==> config.mk <==
export PLATFORM = sky130hd
export DESIGN_NAME = adc_thresh_mon
export DESIGN_NICKNAME = d
export VERILOG_FILES = /design/src/rtl/adcmon_pkg.sv /design/src/rtl/adcmon_regs.sv /design/src/rtl/adcmon_timers.sv /design/src/rtl/adcmon_seq.sv /design/src/rtl/adc_thresh_mon.sv
export SDC_FILE = /design/constraint.sdc
export NUM_CORES = 1
export LEC_CHECK = 0
export BUFFER_PORTS_ARGS = -buffer_cell sky130_fd_sc_hd__buf_4
export CAP_MARGIN = 20
export CORE_MARGIN = 1.5
export CORE_UTILIZATION = 60
export DETAILED_ROUTE_END_ITERATION = 10
export PLACE_DENSITY = 0.87
export SYNTH_ARGS = -nofsm -noshare
export SYNTH_HDL_FRONTEND = slang
export SYNTH_SLANG_ARGS = --single-unit
==> constraint.sdc <==
create_clock -name clk -period 5.75 [get_ports clk]
set_clock_uncertainty 0.1 [all_clocks]
set_input_delay 0 -clock clk [delete_from_list [all_inputs] [get_ports clk]]
set_output_delay 0 -clock clk [all_outputs]
set_load 0.02 [all_outputs]
==> src/rtl/adcmon_pkg.sv <==
package adcmon_pkg;
    localparam int CODE_W = 16;

    localparam logic [7:0] A_STLO   = 8'h0A;
    localparam logic [7:0] A_STHI   = 8'h0B;
    localparam logic [7:0] A_NCH    = 8'h0F;
    localparam logic [7:0] A_TMR1   = 8'h44;
    localparam logic [7:0] A_TMR23  = 8'h45;
    localparam logic [7:0] A_GEN    = 8'h46;
    localparam logic [7:0] A_STRB   = 8'h47;
    localparam logic [7:0] WIN_BASE = 8'h60;

    typedef enum logic [1:0] {
        ST_IDLE = 2'd0,
        ST_REQ  = 2'd1,
        ST_CMP  = 2'd2
    } seq_state_t;

    typedef struct packed {
        logic [7:0]        sel;
        logic [CODE_W-1:0] thr_lo;
        logic [CODE_W-1:0] thr_hi;
        logic [1:0]        tsel;
        logic [5:0]        ctl;
        logic              meas_en;
        logic              hi_ie;
        logic              lo_ie;
    } ch_cfg_t;
endpackage

==> src/rtl/adcmon_regs.sv <==
module adcmon_regs
    import adcmon_pkg::*;
#(
    parameter int NCH = 8
) (
    input  logic                   clk,
    input  logic                   rst_n,
    input  logic                   we,
    input  logic [7:0]             addr,
    input  logic [7:0]             wdata,
    output logic [7:0]             rdata,
    output ch_cfg_t                cfg [NCH],
    output logic [7:0]             t1_code,
    output logic [3:0]             t2_code,
    output logic [3:0]             t3_code,
    output logic                   glb_en,
    output logic                   restart,
    output logic [NCH-1:0]         st_lo,
    output logic [NCH-1:0]         st_hi,
    input  logic                   upd,
    input  logic [$clog2(NCH)-1:0] upd_idx,
    input  logic                   upd_lo,
    input  logic                   upd_hi
);
    localparam int CW = $clog2(NCH);

    logic           in_win;
    logic [7:0]     win_off;
    logic [CW-1:0]  win_ch;
    logic [NCH-1:0] clr_lo, clr_hi, set_lo, set_hi, one_hot;
    ch_cfg_t        rc;

    assign win_off = addr - WIN_BASE;
    assign win_ch  = win_off[3 +: CW];
    assign in_win  = (addr >= WIN_BASE) && (int'(addr) < int'(WIN_BASE) + 8 * NCH);
    assign restart = we && (addr == A_STRB) && wdata[7];

    // per-channel configuration windows
    for (genvar g = 0; g < NCH; g++) begin : g_win
        always_ff @(posedge clk or negedge rst_n) begin
            if (!rst_n) begin
                cfg[g] <= '0;
            end else if (we && in_win && (win_ch == CW'(g))) begin
                case (addr[2:0])
                    3'd0: cfg[g].sel          <= wdata;
                    3'd1: cfg[g].thr_lo[7:0]  <= wdata;
                    3'd2: cfg[g].thr_lo[15:8] <= wdata;
                    3'd3: cfg[g].thr_hi[7:0]  <= wdata;
                    3'd4: cfg[g].thr_hi[15:8] <= wdata;
                    3'd5: cfg[g].tsel         <= wdata[1:0];
                    3'd6: cfg[g].ctl          <= wdata[5:0];
                    default: begin
                        cfg[g].meas_en <= wdata[7];
                        cfg[g].hi_ie   <= wdata[1];
                        cfg[g].lo_ie   <= wdata[0];
                    end
                endcase
            end
        end
    end

    // global registers
    always_ff @(posedge clk or negedge rst_n) begin
        if (!rst_n) begin
            t1_code <= 8'd3;
            t2_code <= 4'd10;
            t3_code <= 4'd4;
            glb_en  <= 1'b0;
        end else if (we) begin
            if (addr == A_TMR1)  t1_code <= wdata;
            if (addr == A_TMR23) {t2_code, t3_code} <= wdata;
            if (addr == A_GEN)   glb_en <= wdata[7];
        end
    end

    // status: write-one-to-clear, a new result wins over a clear
    assign one_hot = {{(NCH-1){1'b0}}, 1'b1} << upd_idx;
    assign clr_lo  = (we && addr == A_STLO) ? wdata[NCH-1:0] : '0;
    assign clr_hi  = (we && addr == A_STHI) ? wdata[NCH-1:0] : '0;
    assign set_lo  = (upd && upd_lo) ? one_hot : '0;
    assign set_hi  = (upd && upd_hi) ? one_hot : '0;

    always_ff @(posedge clk or negedge rst_n) begin
        if (!rst_n) begin
            st_lo <= '0;
            st_hi <= '0;
        end else begin
            st_lo <= (st_lo & ~clr_lo) | set_lo;
            st_hi <= (st_hi & ~clr_hi) | set_hi;
        end
    end

    // read mux
    always_comb begin
        rc    = cfg[win_ch];
        rdata = 8'h00;
        if (in_win) begin
            case (addr[2:0])
                3'd0: rdata = rc.sel;
                3'd1: rdata = rc.thr_lo[7:0];
                3'd2: rdata = rc.thr_lo[15:8];
                3'd3: rdata = rc.thr_hi[7:0];
                3'd4: rdata = rc.thr_hi[15:8];
                3'd5: rdata = {6'd0, rc.tsel};
                3'd6: rdata = {2'd0, rc.ctl};
                default: rdata = {rc.meas_en, 5'd0, rc.hi_ie, rc.lo_ie};
            endcase
        end else begin
            case (addr)
                A_STLO:  rdata = 8'(st_lo);
                A_STHI:  rdata = 8'(st_hi);
                A_NCH:   rdata = 8'(NCH);
                A_TMR1:  rdata = t1_code;
                A_TMR23: rdata = {t2_code, t3_code};
                A_GEN:   rdata = {glb_en, 7'd0};
                default: rdata = 8'h00;
            endcase
        end
    end
endmodule

==> src/rtl/adcmon_timers.sv <==
module adcmon_timers #(
    parameter int NT = 3,
    parameter int TW = 8
) (
    input  logic          clk,
    input  logic          rst_n,
    input  logic          glb_en,
    input  logic          restart,
    input  logic          tick,
    input  logic [TW-1:0] code [NT],
    output logic [NT-1:0] due
);
    logic started;
    logic run;

    always_ff @(posedge clk or negedge rst_n) begin
        if (!rst_n)       started <= 1'b0;
        else if (!glb_en) started <= 1'b0;
        else if (restart) started <= 1'b1;
    end

    assign run = started && glb_en;

    for (genvar g = 0; g < NT; g++) begin : g_tmr
        logic [TW-1:0] cnt;
        logic          hit;

        assign hit    = (cnt == code[g]);
        assign due[g] = run && tick && !restart && hit;

        always_ff @(posedge clk or negedge rst_n) begin
            if (!rst_n)                cnt <= '0;
            else if (restart || !run)  cnt <= '0;
            else if (tick)             cnt <= hit ? '0 : cnt + 1'b1;
        end
    end
endmodule

==> src/rtl/adcmon_seq.sv <==
module adcmon_seq
    import adcmon_pkg::*;
#(
    parameter int NCH = 8
) (
    input  logic                   clk,
    input  logic                   rst_n,
    input  logic                   glb_en,
    input  logic [NCH-1:0]         due_ch,
    input  logic                   adc_valid,
    input  logic [CODE_W-1:0]      adc_code,
    input  logic [CODE_W-1:0]      lo_thr,
    input  logic [CODE_W-1:0]      hi_thr,
    output logic                   adc_req,
    output logic [$clog2(NCH)-1:0] srv_idx,
    output logic                   upd,
    output logic                   upd_lo,
    output logic                   upd_hi
);
    localparam int IW = $clog2(NCH);

    seq_state_t        state, state_n;
    logic [NCH-1:0]    pend, gnt_mask;
    logic [IW-1:0]     pick;
    logic              grant;
    logic [CODE_W-1:0] code_q;

    // lowest pending index wins
    always_comb begin
        pick = '0;
        for (int i = NCH - 1; i >= 0; i--) begin
            if (pend[i]) pick = IW'(i);
        end
    end

    assign grant    = (state == ST_IDLE) && (|pend);
    assign gnt_mask = grant ? ({{(NCH-1){1'b0}}, 1'b1} << pick) : '0;

    // state register
    always_ff @(posedge clk or negedge rst_n) begin
        if (!rst_n) state <= ST_IDLE;
        else        state <= state_n;
    end

    // next state
    always_comb begin
        state_n = state;
        unique case (state)
            ST_IDLE: if (|pend)     state_n = ST_REQ;
            ST_REQ:  if (adc_valid) state_n = ST_CMP;
            ST_CMP:                 state_n = ST_IDLE;
            default:                state_n = ST_IDLE;
        endcase
    end

    // datapath registers
    always_ff @(posedge clk or negedge rst_n) begin
        if (!rst_n) begin
            pend    <= '0;
            srv_idx <= '0;
            code_q  <= '0;
        end else begin
            pend <= glb_en ? ((pend & ~gnt_mask) | due_ch) : '0;
            if (grant) srv_idx <= pick;
            if (state == ST_REQ && adc_valid) code_q <= adc_code;
        end
    end

    // outputs
    always_comb begin
        adc_req = (state == ST_REQ);
        upd     = (state == ST_CMP);
        upd_lo  = upd && (code_q < lo_thr);
        upd_hi  = upd && (code_q > hi_thr);
    end
endmodule

==> src/rtl/adc_thresh_mon.sv <==
module adc_thresh_mon
    import adcmon_pkg::*;
#(
    parameter int NCH = 8
) (
    input  logic              clk,
    input  logic              rst_n,
    input  logic              tick,
    input  logic              bus_we,
    input  logic [7:0]        bus_addr,
    input  logic [7:0]        bus_wdata,
    output logic [7:0]        bus_rdata,
    output logic              adc_req,
    output logic [7:0]        adc_sel,
    output logic [3:0]        adc_settle,
    output logic [1:0]        adc_cal,
    input  logic              adc_valid,
    input  logic [CODE_W-1:0] adc_code,
    output logic              irq
);
    localparam int IW = $clog2(NCH);
    localparam int NT = 3;

    ch_cfg_t        cfg [NCH];
    ch_cfg_t        srv_cfg;
    logic [7:0]     t1_code;
    logic [3:0]     t2_code, t3_code;
    logic [7:0]     tcode [NT];
    logic           glb_en, restart;
    logic [NCH-1:0] st_lo, st_hi, due_ch, meas_v, lie_v, hie_v;
    logic [NT-1:0]  due_t;
    logic [3:0]     due_sel;
    logic [IW-1:0]  srv_idx;
    logic           upd, upd_lo, upd_hi;
    logic [1:0]     srv_tsel;
    logic           srv_meas;

    adcmon_regs #(.NCH(NCH)) u_regs (
        .clk(clk), .rst_n(rst_n), .we(bus_we), .addr(bus_addr), .wdata(bus_wdata),
        .rdata(bus_rdata), .cfg(cfg), .t1_code(t1_code), .t2_code(t2_code),
        .t3_code(t3_code), .glb_en(glb_en), .restart(restart),
        .st_lo(st_lo), .st_hi(st_hi), .upd(upd), .upd_idx(srv_idx),
        .upd_lo(upd_lo), .upd_hi(upd_hi)
    );

    assign tcode[0] = t1_code;
    assign tcode[1] = {4'd0, t2_code};
    assign tcode[2] = {4'd0, t3_code};

    adcmon_timers #(.NT(NT), .TW(8)) u_tmr (
        .clk(clk), .rst_n(rst_n), .glb_en(glb_en), .restart(restart),
        .tick(tick), .code(tcode), .due(due_t)
    );

    assign due_sel = {1'b0, due_t};

    for (genvar g = 0; g < NCH; g++) begin : g_ch
        assign due_ch[g] = cfg[g].meas_en && due_sel[cfg[g].tsel];
        assign meas_v[g] = cfg[g].meas_en;
        assign lie_v[g]  = cfg[g].lo_ie;
        assign hie_v[g]  = cfg[g].hi_ie;
    end

    assign srv_cfg  = cfg[srv_idx];
    assign srv_tsel = srv_cfg.tsel;
    assign srv_meas = srv_cfg.meas_en;

    adcmon_seq #(.NCH(NCH)) u_seq (
        .clk(clk), .rst_n(rst_n), .glb_en(glb_en), .due_ch(due_ch),
        .adc_valid(adc_valid), .adc_code(adc_code),
        .lo_thr(srv_cfg.thr_lo), .hi_thr(srv_cfg.thr_hi),
        .adc_req(adc_req), .srv_idx(srv_idx), .upd(upd),
        .upd_lo(upd_lo), .upd_hi(upd_hi)
    );

    assign adc_sel    = srv_cfg.sel;
    assign adc_settle = srv_cfg.ctl[3:0];
    assign adc_cal    = srv_cfg.ctl[5:4];
    assign irq        = |(meas_v & ((st_lo & lie_v) | (st_hi & hie_v)));
endmodule

Word level (Yosys, flattened, before mapping)
Index checks and enable logic that the tools add are counted.
{"block": "classes", "shifts": 2, "addsub": 4, "order_cmp": 14, "n_bitwise": 16, "mux": 53, "eq_ne": 28, "reduce_logical": 112}
{"op": "$bmux 51 s3", "count": 2}
{"op": "$mux 51", "count": 4}
{"op": "$reduce_and 2->1", "count": 68}
{"op": "$mux 8", "count": 16}
{"op": "$pmux 8 s7", "count": 1}
{"op": "$and 8x8->8", "count": 6}
{"op": "$pmux 8 s6", "count": 1}
{"op": "$logic_and 1x1->1", "count": 34}
{"op": "$eq 8x7->1 const B", "count": 4}
{"op": "$or 8x8->8", "count": 4}
{"op": "$add 8x1->8 const B", "count": 3}
{"op": "$eq 8x4->1 const B", "count": 3}
{"op": "$lt 2x3->1 const B", "count": 8}
{"op": "$mux 3", "count": 8}
{"op": "$not 8->8", "count": 3}
{"op": "$eq 3x3->1 const B", "count": 7}
{"op": "$bmux 1 s2", "count": 8}
{"op": "$eq 8x4->1", "count": 2}
{"op": "$gt 16x16->1", "count": 1}
{"op": "$lt 16x16->1", "count": 1}
{"op": "$reduce_or 8->1", "count": 2}
{"op": "$shl 1x3->8 const A", "count": 2}
{"op": "$eq 3x2->1 const B", "count": 4}
{"op": "$mux 1", "count": 10}
{"op": "other kinds (20)", "count": 27}
{"block": "word_totals", "out_inout_bits": 24, "wordCells": 323, "inputBits": 37, "regBits": 495}

Logic depth before layout (Yosys ltp)
Gate-level depths: netlist of run 1.
{"block": "logic_depth", "word_depth": 14, "mapped_depth": 12, "depth_no_buf": 9}

By module
A second synthesis of run 1 with hierarchy kept.
{"block": "hier_totals", "cells_unflattened": 1996, "area_unflattened_um2": 27729.1}
{"module": "adcmon_regs", "seq_area_each_um2": 11041.8, "n_inst": 1, "area_each_um2": 20731.1, "cells_per_inst": 1399}
{"module": "adc_thresh_mon", "seq_area_each_um2": 0.0, "n_inst": 1, "area_each_um2": 3464.6, "cells_per_inst": 225}
{"module": "adcmon_seq", "seq_area_each_um2": 725.7, "n_inst": 1, "area_each_um2": 1975.6, "cells_per_inst": 202}
{"module": "adcmon_timers", "seq_area_each_um2": 625.6, "n_inst": 1, "area_each_um2": 1557.7, "cells_per_inst": 170}

Least setup slack after synthesis of run 1
No wires, ideal clock.
{"block": "synth_timing", "kind": "flip-flop to flip-flop", "startpoint": "register u_seq.srv_idx[0]", "endpoint": "register u_regs.st_lo[3]", "t_arrival_ps": 3261, "slack_ps": 2322, "setup_time_ps": 68, "stages_incl_launch_ff": 12, "synth_period_minus_slack_ps": 3428, "n_path_buf": 2, "required_ps": 5582, "cell_sequence": "dfrtp_1 -> clkbuf_1 -> buf_1 -> mux4_2 -> mux2i_1 -> ha_1 -> and3_1 -> a221o_1 -> nand2_1 -> and4b_1 -> o211a_1 -> a32o_1"}
{"block": "synth_via", "elab_chain_len": 9, "word_cells_on_any_way": 10, "cone_classes": "order compare (1); shift (1); mux (4); bitwise (2); reduce/logical (2)"}
{"element": "start, declared", "line": "adcmon_seq.sv:15", "source": "output logic [$clog2(NCH)-1:0] srv_idx,"}
{"element": "start signal, assigned", "line": "adcmon_seq.sv:64", "source": "if (grant) srv_idx <= pick;"}
{"element": "$not 3->4 (not written as such)", "line": "adc_thresh_mon.sv:64", "source": "assign srv_cfg = cfg[srv_idx];"}
{"element": "$bmux 51 s3", "line": "adc_thresh_mon.sv:64"}
{"element": "$mux 51 (not written as such) (2 in a row)", "line": "adc_thresh_mon.sv:64"}
{"element": "$lt 16x16->1", "line": "adcmon_seq.sv:73", "source": "upd_lo = upd && (code_q < lo_thr);"}
{"element": "$logic_and 1x1->1", "line": "adcmon_seq.sv:73"}
{"element": "$logic_and 1x1->1", "line": "adcmon_regs.sv:80", "source": "assign set_lo = (upd && upd_lo) ? one_hot : '0;"}
{"element": "$mux 8 (*)", "line": "adcmon_regs.sv:80"}
{"element": "$or 8x8->8 (*)", "line": "adcmon_regs.sv:88", "source": "st_lo <= (st_lo & ~clr_lo) | set_lo;"}
{"element": "end signal, assigned", "line": "adcmon_regs.sv:88"}
{"element": "end, declared", "line": "adcmon_regs.sv:18", "source": "output logic [NCH-1:0] st_lo,"}
Mark *: on every way between the ends. The rest lies on a longest branch, timed or not. The select of a mux whose other input is x is not followed.
A chain may end at the register's enable or synchronous reset.

Worst setup path after layout of run 1
{"block": "layout_timing", "startpoint": "register u_seq.srv_idx[0]", "endpoint": "register u_regs.st_hi[5]"}
{"block": "layout_via", "elab_chain_len": 9, "word_cells_on_any_way": 10, "cone_classes": "order compare (1); shift (1); mux (4); bitwise (2); reduce/logical (2)"}
{"element": "$not 3->4 (not written as such)", "line": "adc_thresh_mon.sv:64"}
{"element": "$bmux 51 s3", "line": "adc_thresh_mon.sv:64"}
{"element": "$mux 51 (not written as such) (2 in a row)", "line": "adc_thresh_mon.sv:64"}
{"element": "$gt 16x16->1", "line": "adcmon_seq.sv:74", "source": "upd_hi = upd && (code_q > hi_thr);"}
{"element": "$logic_and 1x1->1", "line": "adcmon_seq.sv:74"}
{"element": "$logic_and 1x1->1", "line": "adcmon_regs.sv:81", "source": "assign set_hi = (upd && upd_hi) ? one_hot : '0;"}
{"element": "$mux 8 (*)", "line": "adcmon_regs.sv:81"}
{"element": "$or 8x8->8 (*)", "line": "adcmon_regs.sv:89", "source": "st_hi <= (st_hi & ~clr_hi) | set_hi;"}
{"element": "end signal, assigned", "line": "adcmon_regs.sv:89"}
{"element": "end, declared", "line": "adcmon_regs.sv:19", "source": "output logic [NCH-1:0] st_hi,"}
Marked as above.

==> results of run 1 <==
state kept, by name (all words and copies together) (netlist names):
name and cells:
u_regs.glb_en 1, u_seq.srv_idx 3, u_regs.t3_code 4, u_tmr.g_tmr.cnt 24, u_regs.t1_code 8, u_seq.code_q 16, u_regs.st_hi 8, u_regs.st_lo 8
u_regs.cfg 408, u_tmr.started 1, u_seq.state 2, u_seq.pend 8, u_regs.t2_code 4
cell usage in the layout (no fill, tap or decap), drive strengths merged, types with 9 or more instances in the layout:
cell           n
dfrtp        490
mux2         468
mux4         186
nand2        115
buf           81
clkbuf        75
mux2i         71
nor2          65
o21ai         63
dlygate4sd3   35
ha            34
nand3         30
a21oi         28
nor3          23
a22oi         20
a22o          19
inv           14
xnor2         13
nor2b         13
nand4         12
and3          11
xor2          10
clkinv        10
nand3b         9
tightest hold or removal path, delay by kind of cell:
| kind | cells | cell delay, ns |
|---|---|---|
| buffers and inverters | 2 | 0.63 |
| AO/OA/AOI/OAI | 1 | 0.08 |
layout make-up:
cell class | count | share of cell area [%]
clock buffer | 73 | 5.048
multi-input combinational | 1297 | 46.22
clock inverter | 20 | 0.8034
tap | 592 | 2.490
inverter | 13 | 0.1640
sequential | 495 | 41.69
timing repair buffer | 118 | 3.584
power by group:
part	switching (mW)	internal (mW)	leakage, nW	total, mW
Clock	1.42	2.04	0.852	3.46
Combinational	0.443	0.378	6.04	0.821
Sequential	0.152	3.64	6.73	3.80
per-stage QoR:
stage / util [%] / power [mW] / cells / hold WS (ns)
2_1_floorplan: - / 4.310 / 1934 / -0.3956
5_1_grt: 67.41 / 8.295 / 2608 / 0.07773
4_1_cts: 67.33 / 8.068 / 2605 / 0.01700
3_5_place_dp: 62.59 / 4.632 / 2477 / 0.04143
3_3_place_gp: 62.56 / 4.587 / 2476 / 0.02254
6_report: 67.41 / 8.072 / 2608 / 0.05641
final timing paths:
kind	to	slack, ns	depth (start not counted)	start
max	u_regs.st_hi[5]$_DFF_PN0_	1.55	10	u_seq.srv_idx[0]$_DFFE_PN0P_
min	u_seq.state[0]$_DFFE_PN0P_	0.06	3	adc_valid
max reg2reg	u_regs.st_hi[5]$_DFF_PN0_	1.55	10	u_seq.srv_idx[0]$_DFFE_PN0P_
min reg2reg	u_tmr.g_tmr[1].cnt[7]$_DFFE_PN0P_	0.39	1	u_tmr.g_tmr[1].cnt[7]$_DFFE_PN0P_
max in group asynchronous	u_regs.cfg[59]$_DFFE_PN0P_	3.67	4	rst_n
min in group asynchronous	u_regs.cfg[399]$_DFFE_PN0P_	0.50	3	rst_n
layer usage:
layer	vias to the layer above	wire (µm)
met5	-	0
met4	0	4534
met3	301	7683
met2	1043	35070
met1	9506	27050
li1	7493	-
timing repair:
item	in CTS	in global routing
buffers inserted	0	0
endpoints found under the hold margin	383	0
hold buffers	35	0
cell families after synthesis:
group           share of synthesized area, %
buf+inv                                2.291
xor+xnor                              0.7529
mux                                    38.01
flops                                  46.32
compound gates                         5.247
simple gates                           5.789
fa+ha+maj                              1.590
==> results.json, run 1 <==
{
  "detail_route.iter0.violations": 2198,
  "syn2layout_area_growth_pct": 11.18,
  "mappedNetlistNets": 2005,
  "p_leak_nw": 13.63,
  "core_area_um2": 44120,
  "crit_chain": "buf_12 > mux4_2 > mux2i_1 > ha_1 > a21oi_1 > nor2b_1 > o21ai_0 > a21oi_1 > nor3_1 > o21ai_0",
  "critical-path-slowest-cell": "sky130_fd_sc_hd__dfrtp_4",
  "fmax_ghz": 0.2382,
  "syn_area_um2": 26760,
  "power.density_nw_per_um2": 271.4,
  "yosysSeqAreaShare_pct": 46.32,
  "sinks_on_the_clock_net": 495,
  "route.detailed.drc": 0,
  "postSynthCellCount": 1934,
  "worstPathMaxFanout": 56,
  "run_status": "finished, final reports clean",
  "met2_usage_pct": 51.68,
  "post_synth.cell_area_avg_um2": 13.83,
  "antenna_cells_inserted": 0,
  "synth_flop_cell": "sky130_fd_sc_hd__dfrtp_1",
  "clock-root-buffer": "sky130_fd_sc_hd__clkbuf_16",
  "place_hpwl_um": 47480,
  "synth.yosys.warnings": 0,
  "nNetsFinal": 2047,
  "synth.cells.most_frequent": "490 x sky130_fd_sc_hd__dfrtp_1, 468 x sky130_fd_sc_hd__mux2_2, 186 x sky130_fd_sc_hd__mux4_2, 115 x sky130_fd_sc_hd__nand2_1, 82 x sky130_fd_sc_hd__clkbuf_1",
  "global_route.overflow_total": 0,
  "period_share_pct": 73.01,
  "worstPathRequired_ns": 6.09,
  "vdd_ir_drop_max_mv": 0.2056,
  "globalplace.congestion": 0.9852,
  "grt_antenna_before_repair": 1,
  "grt_use_met1_pct": 42.25,
  "slew_violations": 0,
  "vias_in_the_first_global_route": 19220,
  "path_buf_inv": 1,
  "tritoncts_clock_tree": "built",
  "routedWlPerCell_um": 28.51,
  "timing.critical_path.slowest_cell_delay_ns": 0.97,
  "io-pin-count": 61,
  "synth_async_sr_flop_share_pct": 100.0,
  "synth.most_common_cell": "sky130_fd_sc_hd__dfrtp_1",
  "detail-route-antenna-nets": 0,
  "clkLatencyLatePin_ns": 0.60,
  "synth_seq_cells": 495,
  "yosysTopAreaCell": "sky130_fd_sc_hd__dfrtp_1",
  "floorplan.die.height_um": 214.2,
  "groute.layer.met3.usage_pct": 8.369,
  "totalWireLength_um": 74350,
  "post_cts_resized": 0,
  "floorplan.initialDensity_pct": 60.64,
  "arrival_ns": 4.53,
  "worstSetupStartpointType": "register",
  "final.min_clock_period_ns": 4.198,
  "synth.area.top_cells": "sky130_fd_sc_hd__dfrtp_1 46%, sky130_fd_sc_hd__mux2_2 20%, sky130_fd_sc_hd__mux4_2 16%, sky130_fd_sc_hd__mux2i_1 2.7%, sky130_fd_sc_hd__nand2_1 1.6%",
  "global_route_usage_sum_pct": 32.88,
  "worstHoldPathType": "input port to register",
  "cp-end-kind": "register",
  "cts_htree_levels": 2,
  "filler_cells": 2965,
  "buffers_from_clock_root_to_sink_at_most": 3,
  "cts-buffers-inserted": 51,
  "layout.area.seq_um2": 12400,
  "criticalPathCategory": "register to register",
  "detail_route.vias_per_cell": 7.033,
  "grt_pass1_wl_um": 115300,
  "final-setup-viol-count": 0,
  "worst-slew-pin-transition_ns": 0.9427,
  "maximum_number_of_pins_on_one_net_before_global_route_repair": 162,
  "slew-limit-headroom_pct": 36.63,
  "finalSetupTns_ns": 0,
  "detailed_place.area_um2": 27620,
  "rows": 77,
  "clk_pin_slew_ns": 0.06,
  "global_route.peak_usage_layer": "met2",
  "die_area_um2": 45870,
  "synth-edff-count": 0,
  "timing.final.hold_violations": 0,
  "count_of_maximum_capacitance_violations": 0,
  "rsz0062_at_grt": "false",
  "post_synth_num_cell_types": 69,
  "final_cell_area_um2": 29750,
  "synthDominantCellAreaShare_pct": 45.83,
  "multi_input_area_um2": 13750,
  "chip_width_um": 214.2,
  "drt_first_pass_iters": 5,
  "dpl_worst_slack_ns": 1.604,
  "vias": 18340,
  "placement.io_buffers": 60,
  "crit_family": "flip-flops",
  "post-route-worst-setup-slack_ns": 1.552,
  "ratio_of_cells_with_drive_above_1_in_the_final_layout_pct": 43.15
}
No activity file was read; power rests on OpenSTA's default activity.
==> inputs of run 2 (changes only) <==
--- a/config.mk
+++ b/config.mk
@@ -8,7 +8,7 @@
 export BUFFER_PORTS_ARGS = -buffer_cell sky130_fd_sc_hd__buf_4
 export CAP_MARGIN = 20
 export CORE_MARGIN = 1.5
-export CORE_UTILIZATION = 60
+export CORE_UTILIZATION = 57
 export DETAILED_ROUTE_END_ITERATION = 10
 export PLACE_DENSITY = 0.87
 export SYNTH_ARGS = -nofsm -noshare
==> constraint.sdc (replaced) <==
create_clock -name clk -period 3.7 [get_ports clk]
set_clock_uncertainty 0.1 [all_clocks]
set_input_delay 0 -clock clk [delete_from_list [all_inputs] [get_ports clk]]
set_output_delay 0 -clock clk [all_outputs]
set_load 0.02 [all_outputs]
==> results.json, run 2 (synthesis results as in run 1) <==
{
  "run_status": "finished with violations",
  "violations": "negative hold slack",
  "share_of_total_power_in_the_clock_network_pct": 44.1,
  "slew_violations": 0,
  "seq_power_share_pct": 45.8,
  "worst-slew-pin-transition_ns": 1.072,
  "cp-end-kind": "register",
  "layout.area.seq_um2": 12400,
  "sinks_on_the_clock_net": 495,
  "antenna_cells_inserted": 0,
  "routedWlPerCell_um": 28.39,
  "grt_pass1_wl_um": 117600,
  "post-route-worst-setup-slack_ns": 0.2078,
  "worstPathMaxFanout": 10,
  "power_switching_share_pct": 24.69,
  "p_leak_nw": 13.87,
  "grt_antenna_before_repair": 0,
  "clock-root-buffer": "sky130_fd_sc_hd__clkbuf_16",
  "buffers_from_clock_root_to_sink_at_most": 3,
  "core_area_um2": 46460,
  "largest_register_ff_count": 408,
  "place_hpwl_um": 49080,
  "clk_pin_slew_ns": 0.07,
  "vias": 18600,
  "most-common-layout-cells": "488 x sky130_fd_sc_hd__dfrtp_1, 468 x sky130_fd_sc_hd__mux2_2, 186 x sky130_fd_sc_hd__mux4_2",
  "count_of_maximum_capacitance_violations": 0,
  "final-setup-viol-count": 0,
  "total_switching_power_mw": 3.177,
  "slew-limit-headroom_pct": 28.53,
  "largest_register": "u_regs.cfg",
  "worstPathRequired_ns": 4.16,
  "detail_route.vias_per_cell": 6.983,
  "global_route_usage_sum_pct": 32.40,
  "filler_cells": 3215,
  "io-pin-count": 61,
  "detail_route.iter0.violations": 2188,
  "power.density_nw_per_um2": 426.4,
  "worstSetupStartpointType": "register",
  "floorplan.initialDensity_pct": 57.59,
  "critical_path.reg2reg.startpoint": "u_seq.srv_idx[0]$_DFFE_PN0P_",
  "arrival_ns": 3.95,
  "floorplan.die.height_um": 219.7,
  "global_route.overflow_total": 0,
  "intPower_mw": 9.690,
  "multi_input_area_um2": 13750,
  "syn2layout_area_growth_pct": 12.79,
  "timing.final.hold_violations": 18,
  "criticalPathCategory": "register to register",
  "finalSetupTns_ns": 0,
  "totalWireLength_um": 75610,
  "chip_width_um": 219.7,
  "rsz0062_at_grt": "false",
  "power_frac_comb_pct": 10.1,
  "clkLatencyLatePin_ns": 0.62,
  "worstHoldPathType": "input port to asynchronous set/reset pin",
  "critical_path.startpoint": "u_seq.srv_idx[0]$_DFFE_PN0P_",
  "cts_htree_levels": 2,
  "crit_chain": "mux4_2 > mux2i_1 > ha_1 > a2111oi_0 > a221oi_1 > a211oi_1 > buf_4 > o211a_1 > a32o_1",
  "globalplace.congestion": 0.9923,
  "vias_in_the_first_global_route": 19420,
  "route.detailed.drc": 0,
  "timing.critical_path.slowest_cell_delay_ns": 0.58,
  "cts-buffers-inserted": 51,
  "top_registers": "u_regs.cfg: 408 flops, u_tmr.g_tmr.cnt: 24 flops, u_seq.code_q: 16 flops",
  "nNetsFinal": 2085,
  "placement.io_buffers": 60,
  "vdd_ir_drop_max_mv": 0.4528,
  "final.min_clock_period_ns": 3.492,
  "die_area_um2": 48250,
  "maximum_number_of_pins_on_one_net_before_global_route_repair": 124,
  "rows": 79,
  "dpl_worst_slack_ns": 0.4055,
  "detail-route-antenna-nets": 0,
  "mostFrequentLayoutCell": "sky130_fd_sc_hd__dfrtp_1",
  "tritoncts_clock_tree": "built",
  "critical-path-slowest-cell": "sky130_fd_sc_hd__a2111oi_0",
  "drt_first_pass_iters": 7,
  "final_core_utilization_pct": 64.96,
  "period_share_pct": 94.38,
  "ratio_of_cells_with_drive_above_1_in_the_final_layout_pct": 44.50,
  "final.hold.worst_slack_ns": -0.01361,
  "fmax_ghz": 0.2864
}
-- run 2: cell types whose count changed in the layout (fill, tap and decap cells not counted), moves of 5 or more --
cell / delta
sky130_fd_sc_hd__buf_12: +5
sky130_fd_sc_hd__buf_4: +39
sky130_fd_sc_hd__bufinv_16: +5
sky130_fd_sc_hd__dlygate4sd3_1: -5
-- run 2: path summary, 6_finish.rpt --
| kind | end | slack, ns | cells after the start |
|---|---|---|---|
| worst max-delay path | u_regs.st_lo[3]$_DFF_PN0_ | 0.21 | 9 |
| worst min-delay path | u_seq.state[0]$_DFFE_PN0P_ | -0.01 | 2 |
| worst max register to register | u_regs.st_lo[3]$_DFF_PN0_ | 0.21 | 9 |
| worst min register to register | u_tmr.g_tmr[2].cnt[7]$_DFFE_PN0P_ | 0.41 | 1 |
| max in group asynchronous | u_regs.cfg[252]$_DFFE_PN0P_ | 2.28 | 3 |
| min in group clk | u_seq.state[0]$_DFFE_PN0P_ | 0.03 | 3 |
-- run 2: layout make-up --
cell class              instances  area share (%)
flip-flops and latches        495           41.09
multi-input cells            1297           45.56
repair buffers                156           4.577
clock inverters                25           1.323
clock buffers                  70           4.764
well taps                     607           2.517
inverters                      13          0.1617
-- run 2: routing by layer --
metal	wire length, µm	GRT usage (%)
met5	0	0
met4	4281	15.37
met3	7655	8.364
met2	35510	51.38
met1	28160	41.90
-- run 2: what timing repair did --
action                                  CTS  global route
endpoints found under the hold margin   429             0
hold buffers                             30             0
setup buffers                             0             0
gates resized for setup                   0             0
endpoints found under the setup margin    0             0
-- run 2: power by group through the flow --
stage	logic, mW	clock network, mW	registers, mW
after floorplan	0.818	0	5.88
after CTS	1.28	5.70	5.88
after global routing	1.39	5.93	5.92
final	1.30	5.68	5.89
after global placement	1.20	0	5.95
after detailed placement	1.25	0	5.98
-- run 2: stage by stage --
stage | instance area [µm²] | power (mW) | cells | hold slack [ns]
2_1_floorplan | 26760 | 6.698 | 1934 | -0.3956
3_3_place_gp | 28020 | 7.151 | 2535 | 0.08286
3_5_place_dp | 28030 | 7.224 | 2536 | 0.09807
4_1_cts | 30170 | 12.86 | 2661 | 0.01283
5_1_grt | 30180 | 13.24 | 2663 | 0.03297
6_report | 30180 | 12.87 | 2663 | -0.01361
-- run 2: worst max-delay path: cells and delay by family (launching register included) --
family	cells	cell delay (ns)
AO/OA/AOI/OAI	5	1.44
multiplexers	2	0.82
flip-flops	1	0.56
adder cells (fa/ha/maj)	1	0.31
buffers and inverters	1	0.19
